==> config.mk <==
export PLATFORM = sky130hd
export DESIGN_NAME = rtc_wake_top
export DESIGN_NICKNAME = d
export VERILOG_FILES = /design/src/rtl/rtc_wake_pkg.sv /design/src/rtl/rtc_div_stage.sv /design/src/rtl/rtc_prescaler.sv /design/src/rtl/rtc_wake_sync.sv /design/src/rtl/rtc_wake_timer.sv /design/src/rtl/rtc_wake_top.sv
export SDC_FILE = /design/constraint.sdc
export NUM_CORES = 1
export LEC_CHECK = 0
export ABC_AREA = 1
export BUFFER_PORTS_ARGS = -buffer_cell sky130_fd_sc_hd__buf_2
export CAP_MARGIN = 40
export CORE_MARGIN = 2
export CORE_UTILIZATION = 57
export CTS_CLUSTER_SIZE = 28
export DETAILED_ROUTE_END_ITERATION = 16
export PLACE_DENSITY = 0.78
export SKIP_CTS_REPAIR_TIMING = 1
export SYNTH_ARGS = -nofsm -noshare
export SYNTH_HDL_FRONTEND = slang
export SYNTH_SLANG_ARGS = --single-unit
==> constraint.sdc <==
create_clock -name clk -period 3.3 [get_ports clk]
set_clock_uncertainty 0.05 [all_clocks]
set_input_delay 0.66 -clock clk [delete_from_list [all_inputs] [get_ports clk]]
set_output_delay 0.66 -clock clk [all_outputs]
set_load 0.01 [all_outputs]
==> src/rtl/rtc_wake_pkg.sv <==
package rtc_wake_pkg;
  // byte offsets of the registers
  localparam int unsigned OFF_CTRL = 'h04;
  localparam int unsigned OFF_STAT = 'h08;
  localparam int unsigned OFF_WAKE = 'h10;

  // control bit positions
  localparam int unsigned CB_RUN   = 31;
  localparam int unsigned CB_WKEN  = 15;
  localparam int unsigned CB_WKIE  = 14;
  localparam int unsigned CB_SEL   = 12;
  localparam int unsigned CB_DVA   = 11;
  localparam int unsigned CB_DVB   = 10;

  // status bit positions
  localparam int unsigned SB_BUSY  = 17;
  localparam int unsigned SB_FLAG  = 13;

  localparam int unsigned SEL_W    = 2;

  typedef struct packed {
    logic             run;
    logic             wk_en;
    logic             wk_ie;
    logic [SEL_W-1:0] sel;
    logic             dva;
    logic             dvb;
  } ctrl_t;

  function automatic logic [31:0] ctrl_word(ctrl_t c);
    logic [31:0] w;
    w = '0;
    w[CB_RUN]              = c.run;
    w[CB_WKEN]             = c.wk_en;
    w[CB_WKIE]             = c.wk_ie;
    w[CB_SEL +: SEL_W]     = c.sel;
    w[CB_DVA]              = c.dva;
    w[CB_DVB]              = c.dvb;
    return w;
  endfunction
endpackage

==> src/rtl/rtc_div_stage.sv <==
module rtc_div_stage #(
  parameter int unsigned RATIO = 32
) (
  input  logic clk,
  input  logic rst,
  input  logic run_i,
  input  logic en_i,
  input  logic tick_i,
  output logic tick_o
);
  localparam int unsigned CW = (RATIO > 1) ? $clog2(RATIO) : 1;
  localparam logic [CW-1:0] LAST = CW'(RATIO - 1);

  logic [CW-1:0] cnt_q;

  always_ff @(posedge clk) begin
    if (rst || !run_i) begin
      cnt_q <= '0;
    end else if (en_i && tick_i) begin
      cnt_q <= (cnt_q == LAST) ? '0 : cnt_q + 1'b1;
    end
  end

  assign tick_o = en_i ? (tick_i && (cnt_q == LAST)) : tick_i;

  AST_STAGE_NEEDS_INPUT: assert property (@(posedge clk) disable iff (rst)
    tick_o |-> tick_i);
endmodule

==> src/rtl/rtc_prescaler.sv <==
module rtc_prescaler #(
  parameter int unsigned RATIO_A = 512,
  parameter int unsigned RATIO_B = 32
) (
  input  logic clk,
  input  logic rst,
  input  logic run_i,
  input  logic tick_i,
  input  logic en_a_i,
  input  logic en_b_i,
  output logic tick_o
);
  localparam int unsigned N_STG = 2;

  logic [N_STG:0]   chain;
  logic [N_STG-1:0] stg_en;

  assign chain[0] = tick_i & run_i;
  assign stg_en   = {en_b_i, en_a_i};

  for (genvar g = 0; g < N_STG; g++) begin : g_stage
    localparam int unsigned R = (g == 0) ? RATIO_A : RATIO_B;
    rtc_div_stage #(.RATIO(R)) u_stage (
      .clk    (clk),
      .rst    (rst),
      .run_i  (run_i),
      .en_i   (stg_en[g]),
      .tick_i (chain[g]),
      .tick_o (chain[g+1])
    );
  end

  assign tick_o = chain[N_STG];
endmodule

==> src/rtl/rtc_wake_sync.sv <==
module rtc_wake_sync #(
  parameter int unsigned VAL_W    = 32,
  parameter int unsigned SYNC_LEN = 3
) (
  input  logic             clk,
  input  logic             rst,
  input  logic             wr_i,
  input  logic [VAL_W-1:0] wdata_i,
  input  logic             tick_i,
  output logic             busy_o,
  output logic             load_o,
  output logic [VAL_W-1:0] value_o
);
  localparam int unsigned CW = (SYNC_LEN > 1) ? $clog2(SYNC_LEN) : 1;
  localparam logic [CW-1:0] LAST = CW'(SYNC_LEN - 1);

  logic             busy_q;
  logic [CW-1:0]    cnt_q;
  logic [VAL_W-1:0] pend_q;
  logic             accept;

  assign accept = wr_i && !busy_q;
  assign load_o = busy_q && tick_i && (cnt_q == LAST);

  always_ff @(posedge clk) begin
    if (rst) begin
      busy_q <= 1'b0;
      cnt_q  <= '0;
      pend_q <= '0;
    end else if (accept) begin
      busy_q <= 1'b1;
      cnt_q  <= '0;
      pend_q <= wdata_i;
    end else if (load_o) begin
      busy_q <= 1'b0;
      cnt_q  <= '0;
    end else if (busy_q && tick_i) begin
      cnt_q  <= cnt_q + 1'b1;
    end
  end

  assign busy_o  = busy_q;
  assign value_o = pend_q;

  AST_BUSY_HOLDS: assert property (@(posedge clk) disable iff (rst)
    (busy_q && !tick_i) |=> busy_q);
  AST_BUSY_FROM_WRITE: assert property (@(posedge clk) disable iff (rst)
    $rose(busy_q) |-> $past(wr_i));
  AST_PENDING_FROZEN: assert property (@(posedge clk) disable iff (rst)
    (busy_q && wr_i) |=> $stable(pend_q));
endmodule

==> src/rtl/rtc_wake_timer.sv <==
module rtc_wake_timer #(
  parameter int unsigned VAL_W = 32
) (
  input  logic             clk,
  input  logic             rst,
  input  logic             load_i,
  input  logic [VAL_W-1:0] load_val_i,
  input  logic             step_i,
  input  logic             arm_en_i,
  output logic             hit_o,
  output logic [VAL_W-1:0] wake_val_o
);
  logic [VAL_W-1:0] wake_val_q;
  logic [VAL_W-1:0] elapsed_q;
  logic             armed;

  assign armed = arm_en_i && (wake_val_q != '0);
  assign hit_o = step_i && armed && (elapsed_q == wake_val_q - 1'b1);

  always_ff @(posedge clk) begin
    if (rst) begin
      wake_val_q <= '0;
      elapsed_q  <= '0;
    end else if (load_i) begin
      wake_val_q <= load_val_i;
      elapsed_q  <= '0;
    end else if (step_i && armed) begin
      elapsed_q  <= hit_o ? '0 : elapsed_q + 1'b1;
    end
  end

  assign wake_val_o = wake_val_q;

  AST_VALUE_ONLY_ON_LOAD: assert property (@(posedge clk) disable iff (rst)
    !$stable(wake_val_q) |-> $past(load_i));
  AST_ELAPSED_BELOW_TARGET: assert property (@(posedge clk) disable iff (rst)
    (wake_val_q != '0) |-> (elapsed_q < wake_val_q));
  AST_NO_HIT_WHEN_ZERO: assert property (@(posedge clk) disable iff (rst)
    (wake_val_q == '0) |-> !hit_o);
endmodule

==> src/rtl/rtc_wake_top.sv <==
module rtc_wake_top
  import rtc_wake_pkg::*;
#(
  parameter int unsigned ADDR_W   = 5,
  parameter int unsigned VAL_W    = 32,
  parameter int unsigned RATIO_A  = 512,
  parameter int unsigned RATIO_B  = 32,
  parameter int unsigned SYNC_LEN = 3
) (
  input  logic              clk,
  input  logic              rst,
  input  logic [ADDR_W-1:0] bus_addr,
  input  logic              bus_we,
  input  logic [31:0]       bus_wdata,
  output logic [31:0]       bus_rdata,
  input  logic [3:0]        src_tick,
  output logic              irq_o
);
  localparam int unsigned N_SRC = 1 << SEL_W;

  ctrl_t            ctrl_q;
  logic             flag_q;
  logic [31:0]      rdata_q;

  logic             wr_ctrl, wr_stat, wr_wake;
  logic             clr_flag;
  logic             tick_sel;
  logic             pre_tick;
  logic             busy;
  logic             load;
  logic [VAL_W-1:0] pend_val;
  logic [VAL_W-1:0] wake_val;
  logic             hit;
  logic [N_SRC-1:0] src_vec;

  assign src_vec  = src_tick;
  assign wr_ctrl  = bus_we && (bus_addr == ADDR_W'(OFF_CTRL));
  assign wr_stat  = bus_we && (bus_addr == ADDR_W'(OFF_STAT));
  assign wr_wake  = bus_we && (bus_addr == ADDR_W'(OFF_WAKE));
  assign clr_flag = wr_stat && bus_wdata[SB_FLAG];
  assign tick_sel = src_vec[ctrl_q.sel];

  // control register: configuration fields only move while stopped
  always_ff @(posedge clk) begin
    if (rst) begin
      ctrl_q <= '0;
    end else if (wr_ctrl) begin
      ctrl_q.run   <= bus_wdata[CB_RUN];
      ctrl_q.wk_en <= bus_wdata[CB_WKEN];
      ctrl_q.wk_ie <= bus_wdata[CB_WKIE];
      if (!ctrl_q.run) begin
        ctrl_q.sel <= bus_wdata[CB_SEL +: SEL_W];
        ctrl_q.dva <= bus_wdata[CB_DVA];
        ctrl_q.dvb <= bus_wdata[CB_DVB];
      end
    end
  end

  rtc_prescaler #(.RATIO_A(RATIO_A), .RATIO_B(RATIO_B)) u_pre (
    .clk    (clk),
    .rst    (rst),
    .run_i  (ctrl_q.run),
    .tick_i (tick_sel),
    .en_a_i (ctrl_q.dva),
    .en_b_i (ctrl_q.dvb),
    .tick_o (pre_tick)
  );

  rtc_wake_sync #(.VAL_W(VAL_W), .SYNC_LEN(SYNC_LEN)) u_sync (
    .clk     (clk),
    .rst     (rst),
    .wr_i    (wr_wake),
    .wdata_i (bus_wdata[VAL_W-1:0]),
    .tick_i  (tick_sel),
    .busy_o  (busy),
    .load_o  (load),
    .value_o (pend_val)
  );

  rtc_wake_timer #(.VAL_W(VAL_W)) u_timer (
    .clk        (clk),
    .rst        (rst),
    .load_i     (load),
    .load_val_i (pend_val),
    .step_i     (pre_tick),
    .arm_en_i   (ctrl_q.wk_en),
    .hit_o      (hit),
    .wake_val_o (wake_val)
  );

  // sticky wakeup flag, setting beats clearing
  always_ff @(posedge clk) begin
    if (rst) begin
      flag_q <= 1'b0;
    end else if (hit) begin
      flag_q <= 1'b1;
    end else if (clr_flag) begin
      flag_q <= 1'b0;
    end
  end

  // registered read port
  always_ff @(posedge clk) begin
    if (rst) begin
      rdata_q <= '0;
    end else begin
      rdata_q <= '0;
      if (bus_addr == ADDR_W'(OFF_CTRL)) begin
        rdata_q <= ctrl_word(ctrl_q);
      end else if (bus_addr == ADDR_W'(OFF_STAT)) begin
        rdata_q[SB_BUSY] <= busy;
        rdata_q[SB_FLAG] <= flag_q;
      end else if (bus_addr == ADDR_W'(OFF_WAKE)) begin
        rdata_q <= 32'(wake_val);
      end
    end
  end

  assign bus_rdata = rdata_q;
  assign irq_o     = flag_q & ctrl_q.wk_ie & ctrl_q.wk_en;

  AST_CFG_FROZEN_WHILE_RUN: assert property (@(posedge clk) disable iff (rst)
    (ctrl_q.run && $past(ctrl_q.run)) |-> $stable({ctrl_q.sel, ctrl_q.dva, ctrl_q.dvb}));
  AST_FLAG_FALL_NEEDS_W1C: assert property (@(posedge clk) disable iff (rst)
    $fell(flag_q) |-> $past(wr_stat && bus_wdata[SB_FLAG]));
  AST_FLAG_RISE_NEEDS_HIT: assert property (@(posedge clk) disable iff (rst)
    $rose(flag_q) |-> $past(ctrl_q.wk_en && pre_tick));
  AST_STOPPED_NO_TICK: assert property (@(posedge clk) disable iff (rst)
    !ctrl_q.run |-> !pre_tick);
endmodule

==> Word level (Yosys, flattened, before mapping) <==
Cells that the tools add are included.
{ "classes": {"bitwise_logic": 5, "mux": 18, "add_sub_neg": 5, "magnitude_cmp": 1, "n_eq_ne": 7, "reduce_logical": 25} }
{ "op_table": {"columns": ["operator", "count"], "rows": [
  ["2-to-1 mux 32 bit", 3],
  ["adder 32 x 1 -> 32 bit, second input constant", 1],
  ["== test 32 bit", 1],
  ["nonzero test 32 bit", 1],
  ["subtractor 32 x 1 -> 32 bit, second input constant", 1],
  ["logical AND 1 bit", 14],
  ["2-to-1 mux 14 bit", 1],
  ["2-to-1 mux 13 bit", 1],
  ["== test 5 bit, second input constant", 2],
  ["adder 9 x 1 -> 9 bit, second input constant", 1],
  ["== test 9 bit, second input constant", 1],
  ["2-to-1 mux 1 bit", 9],
  ["2-to-1 mux 9 bit", 1],
  ["adder 5 x 1 -> 5 bit, second input constant", 1],
  ["== test 5 x 3 -> 1 bit, second input constant", 1],
  ["== test 5 x 4 -> 1 bit, second input constant", 1],
  ["2-to-1 mux 5 bit", 1],
  ["nonzero test 2 bit", 2],
  ["OR reduction 2 bit", 2],
  ["OR reduction 4 bit", 1],
  ["AND 1 bit", 3],
  ["less-than comparator 2 x 3 -> 1 bit, second input constant", 1],
  ["2-to-1 mux 3 bit", 1],
  ["OR reduction 3 bit", 1],
  ["other kinds (7)", 9]
]} }
{ "word_totals": {"input_bits": 44, "elab_cells": 78, "output_inout_bits": 33, "register_bits": 153} }

==> Logic depth before layout (Yosys ltp) <==
{ "logic_depth": {"depth_word": 10, "mapped_depth": 17, "depth_no_buf": 16} }

==> Cells and area by module <==
A second synthesis with hierarchy kept.
{ "hier_totals": {"hier_cells": 1293, "hier_area_um2": 8418.1} }
{ "by_module_without_submodules": {"columns": ["module", "area_each_um2", "seq_area_each_um2", "instances", "cells_each"], "rows": [
  ["rtc_wake_timer", 4505.6, 1281.2, 1, 770],
  ["rtc_wake_top", 1595.3, 800.8, 1, 180],
  ["rtc_wake_sync", 1508.9, 700.7, 1, 228],
  ["rtc_div_stage (u_pre.g_stage[0].u_stage)", 515.5, 180.2, 1, 73],
  ["rtc_div_stage (u_pre.g_stage[1].u_stage)", 285.3, 100.1, 1, 40],
  ["rtc_prescaler", 7.5, 0.0, 1, 2]
]} }

==> Worst setup path before layout <==
No wires, ideal clock.
{ "synth_path": {"path_type": "flip-flop to flip-flop", "from": "register u_pre.g_stage[0].u_stage.cnt_q[0]", "to": "register u_timer.elapsed_q[15]", "synth_period_minus_slack_ns": 2.196, "arrival_ns": 2.032, "setup_time_ns": 0.115, "t_required_ns": 3.135, "path_slack_ns": 1.104, "stages_incl_launch_ff": 15, "path_buffers": 1, "cell_sequence": "dfxtp_1 > ha_1 > nand4_1 > nor3_1 > ha_1 > nor2_1 > nor2_2 > nand3_4 > nor2_1 > nand3_1 > nor2_1 > nand3_2 > nand2_4 > buf_6 > nor2_1"} }
{ "synth_via": {"elab_chain_len": 8} }
{ "synth_rtl": {"columns": ["item", "line_no", "text"], "rows": [
  ["start: declaration", "rtc_div_stage.sv:14", "logic [CW-1:0] cnt_q;"],
  ["start signal: assignment", "rtc_div_stage.sv:20", "cnt_q <= (cnt_q == LAST) ? '0 : cnt_q + 1'b1;"],
  ["== test 9 bit *", "rtc_div_stage.sv:24", "assign tick_o = en_i ? (tick_i && (cnt_q == LAST)) : tick_i;"],
  ["logical AND 1 bit *", "rtc_div_stage.sv:24", null],
  ["2-to-1 mux 1 bit *", "rtc_div_stage.sv:24", null],
  ["logical AND 1 bit", "rtc_div_stage.sv:24", null],
  ["2-to-1 mux 1 bit *", "rtc_div_stage.sv:24", null],
  ["logical AND 1 bit *", "rtc_wake_timer.sv:18, rtc_wake_timer.sv:27", null],
  ["logical AND 1 bit", "rtc_wake_timer.sv:18", "assign hit_o = step_i && armed && (elapsed_q == wake_val_q - 1'b1);"],
  ["2-to-1 mux 32 bit", "rtc_wake_timer.sv:28", "elapsed_q <= hit_o ? '0 : elapsed_q + 1'b1;"],
  ["end signal: assignment", "rtc_wake_timer.sv:28", null],
  ["end: declaration", "rtc_wake_timer.sv:14", "logic [VAL_W-1:0] elapsed_q;"]
]} }
Mark *: on every way between the ends. The rest lies on a longest branch, timed or not.
A chain may end at the register's enable or synchronous reset.

==> Final worst setup path <==
{ "layout_path": {"from": "register u_pre.g_stage[0].u_stage.cnt_q[0]", "to": "register u_timer.elapsed_q[1]"} }
The elaborated chain is that of the path after synthesis.

==> impl_metrics.env <==
export IMPL_rsz0062_at_grt="false"
export IMPL_pin_count=77
export IMPL_leakage_nw=3.637
export IMPL_top_layer="met4"
export IMPL_cts_root_buf="clkbuf_16"
export IMPL_io_buffer_count=76
export IMPL_fin_crit_sh_pct=85.03
export IMPL_rows=41
export IMPL_p_total_mw=3.851
export IMPL_holdWs_ns=0.4080
export IMPL_routed_wl_um=17560
export IMPL_avgSynthCellArea_um2=7.052
export IMPL_gp_congestion=0.9169
export IMPL_routed_wl_met3_um=921
export IMPL_syn_nets=1074
export IMPL_antenna_found_initial=1
export IMPL_period_minus_slack_ns=2.806
export IMPL_grtUsageTotal_pct=27.61
export IMPL_hp_class="reg -> reg"
export IMPL_ys_ff_latch=153
export IMPL_yosysWarnings=0
export IMPL_wire_per_inst_um=13.70
export IMPL_path_max_fanout=31
export IMPL_cts_sinks=153
export IMPL_power_density_mw_per_mm2=462.6
export IMPL_area_growth_syn_to_layout_pct=15.52
export IMPL_max_slew_margin_pct=57.95
export IMPL_ant_nets=0
export IMPL_tightest_slew_ns=0.6292
export IMPL_drt_iter0_markers=441
export IMPL_irDropWorstVdd_mv=0.5182
export IMPL_timing_setup_tns_ns=0
export IMPL_dieArea_mm2=0.01356
export IMPL_via_per_inst=5.169
export IMPL_max_freq_ghz=0.3564
export IMPL_drt_met1_wl_um=8113
export IMPL_die_y_um=116.4
export IMPL_crit_required_ns=3.56
export IMPL_cts_max_path_buffers=2
export IMPL_nets=1148
export IMPL_maxCapViolations=0
export IMPL_dp_hpwl_um=12810
export IMPL_cts_clk_slew_worst_paths_ns=0.06
export IMPL_die_x_um=116.4
export IMPL_status="finished, final reports clean"
export IMPL_setup_violations=0
export IMPL_start_util_pct=57.81
export IMPL_ys_seq_area_share_pct=42.50
export IMPL_dp_cells=1249
export IMPL_dr_wl_met2_um=8147
export IMPL_gr_total_overflow=0
export IMPL_clkLatencyLatePin_ns=0.43
export IMPL_stdcell_count=1281
export IMPL_syn_inst=1022
export IMPL_dr_pass1_iters=5
export IMPL_end_kind="flop"
export IMPL_vias=6622
export IMPL_hold_viol=0
export IMPL_grt_pass1_wl_um=29300
export IMPL_start_kind="flop"
export IMPL_cts_tree="yes"
export IMPL_worst_ep_arrival_time_ns=3.07
export IMPL_drcViolationCount=0
export IMPL_numCtsBuffers=17
export IMPL_grt_pass1_vias=6306
export IMPL_drive_gt1_share_pct=12.82
export IMPL_final_max_slew_viol_count=0
export IMPL_grt_max_degree=62
export IMPL_syn_area_mm2=0.007207
export IMPL_fp_coreArea_mm2=0.01247
export IMPL_cts_htree_levels=4
export IMPL_crit_type="reg -> reg"
export IMPL_ys_types=41
-- area by class of cell --
type                            count  area, um2
Inverter                          108      405.4
Fill cell                        1088       4140
Timing Repair Buffer               82      445.4
Antenna cell                        1      2.502
Clock inverter                     12      140.1
Multi-Input combinational cell    734       3621
Sequential cell                   153       3063
Tap cell                          172      215.2
Clock buffer                       19      432.9
-- cells in the final DEF (no fill, tap or decap), types with 5 or more instances in the layout --
master | Yosys | final
nor2_1 | 165 | 165
nor3_1 | 12 | 12
nor2_4 | 6 | 6
nor2_2 | 6 | 6
nand3_1 | 47 | 46
xnor2_1 | 19 | 19
dfxtp_1 | 153 | 153
buf_2 | 4 | 76
nand2_1 | 244 | 244
inv_1 | 105 | 105
nand4_1 | 11 | 11
o22ai_1 | 6 | 6
o21ai_0 | 59 | 59
buf_4 | 0 | 5
xor2_1 | 32 | 32
a21oi_1 | 79 | 79
clkbuf_16 | 0 | 17
ha_1 | 8 | 8
nor3b_1 | 5 | 5
-- kinds of logic after synthesis --
logic type | after synthesis | synth area share [%]
AOI/OAI and AO/OA | 154 | 11.08
adders and majority gates | 8 | 1.389
and+or+nand+nor | 521 | 31.42
buffers and inverters | 135 | 7.413
xor gates and xnor gates | 51 | 6.198
DFF | 153 | 42.50
-- synthesized netlist by cell type --
cell type | n | area share (%)
a211oi_1 | 3 | 0.31
a21o_1 | 1 | 0.10
a21oi_1 | 79 | 5.5
a22o_1 | 1 | 0.12
and2_1 | 2 | 0.17
and2_4 | 1 | 0.12
and3_1 | 1 | 0.087
buf_1 | 1 | 0.052
buf_2 | 4 | 0.28
buf_6 | 3 | 0.47
clkbuf_1 | 19 | 0.99
dfxtp_1 | 153 | 43
ha_1 | 8 | 1.4
inv_1 | 105 | 5.5
inv_2 | 3 | 0.16
nand2_1 | 244 | 13
nand2_2 | 3 | 0.26
nand2_4 | 1 | 0.16
nand3_1 | 47 | 3.3
nand3_2 | 2 | 0.28
nand3_4 | 1 | 0.24
nand3b_1 | 4 | 0.42
nand4_1 | 11 | 0.95
nand4_2 | 1 | 0.17
nand4_4 | 1 | 0.30
nor2_1 | 165 | 8.6
nor2_2 | 6 | 0.52
nor2_4 | 6 | 0.94
nor3_1 | 12 | 0.83
nor3_2 | 2 | 0.28
nor3b_1 | 5 | 0.52
nor4_1 | 3 | 0.26
nor4_2 | 1 | 0.17
o21ai_0 | 59 | 4.1
o21ai_1 | 3 | 0.21
o21bai_1 | 1 | 0.10
o22ai_1 | 6 | 0.52
o32ai_1 | 1 | 0.12
or2_2 | 2 | 0.17
xnor2_1 | 19 | 2.3
xor2_1 | 32 | 3.9
-- power by group --
part / internal (mW) / switching, mW
registers: 1.85 / 0.00241
logic: 0.0313 / 0.0553
clock network: 1.12 / 0.794
-- stage by stage --
stage | setup slack [ns] | util, % | cell area [um2]
after floorplan | 1.104 | - | 7207
after global placement | 0.6433 | 61.95 | 7722
after detailed placement | 0.5107 | 62.17 | 7750
after CTS | 0.5019 | 66.77 | 8323
after global routing | 0.1892 | 66.79 | 8325
final | 0.4941 | 66.79 | 8325
-- metal layers --
layer  GRT usage (%)  up-vias
li1                -     3398
met1           36.79     3026
met2           44.22      169
met3           5.812       29
met4           10.48        0
met5               0        -
-- state kept, by name (all words and copies together), names as in the netlist --
register / flops
bus_rdata: 32
ctrl_q: 7
flag_q: 1
u_pre.g_stage.u_stage.cnt_q: 14
u_sync.busy_o: 1
u_sync.cnt_q: 2
u_sync.value_o: 32
u_timer.elapsed_q: 32
u_timer.wake_val_o: 32
-- critical path, stage by stage (launching register included) --
cell and delay, ns:
dfxtp_1 0.37, ha_1 0.21, nand4_1 0.14, nor3_1 0.19, ha_1 0.24, nor2_1 0.07
nor2_2 0.20, nand3_4 0.20, nor2_1 0.16, nand3_1 0.10, nor2_1 0.14, nand3_2 0.17
nand2_4 0.33, o21ai_0 0.11
-- final timing paths --
path / depth (start not counted) / to / start / slack, ns
setup reg to reg: 13 / u_timer.elapsed_q[1]$_SDFFE_PP0P_ / u_pre.g_stage[0].u_stage.cnt_q[0]$_SDFFE_PP0P_ / 0.49
setup / recovery: 13 / u_timer.elapsed_q[1]$_SDFFE_PP0P_ / u_pre.g_stage[0].u_stage.cnt_q[0]$_SDFFE_PP0P_ / 0.49
hold reg to reg: 2 / u_sync.value_o[15]$_SDFFE_PP0P_ / u_sync.value_o[15]$_SDFFE_PP0P_ / 0.41
hold / removal: 2 / u_sync.value_o[15]$_SDFFE_PP0P_ / u_sync.value_o[15]$_SDFFE_PP0P_ / 0.41
Power figures use the tool's default switching activity.
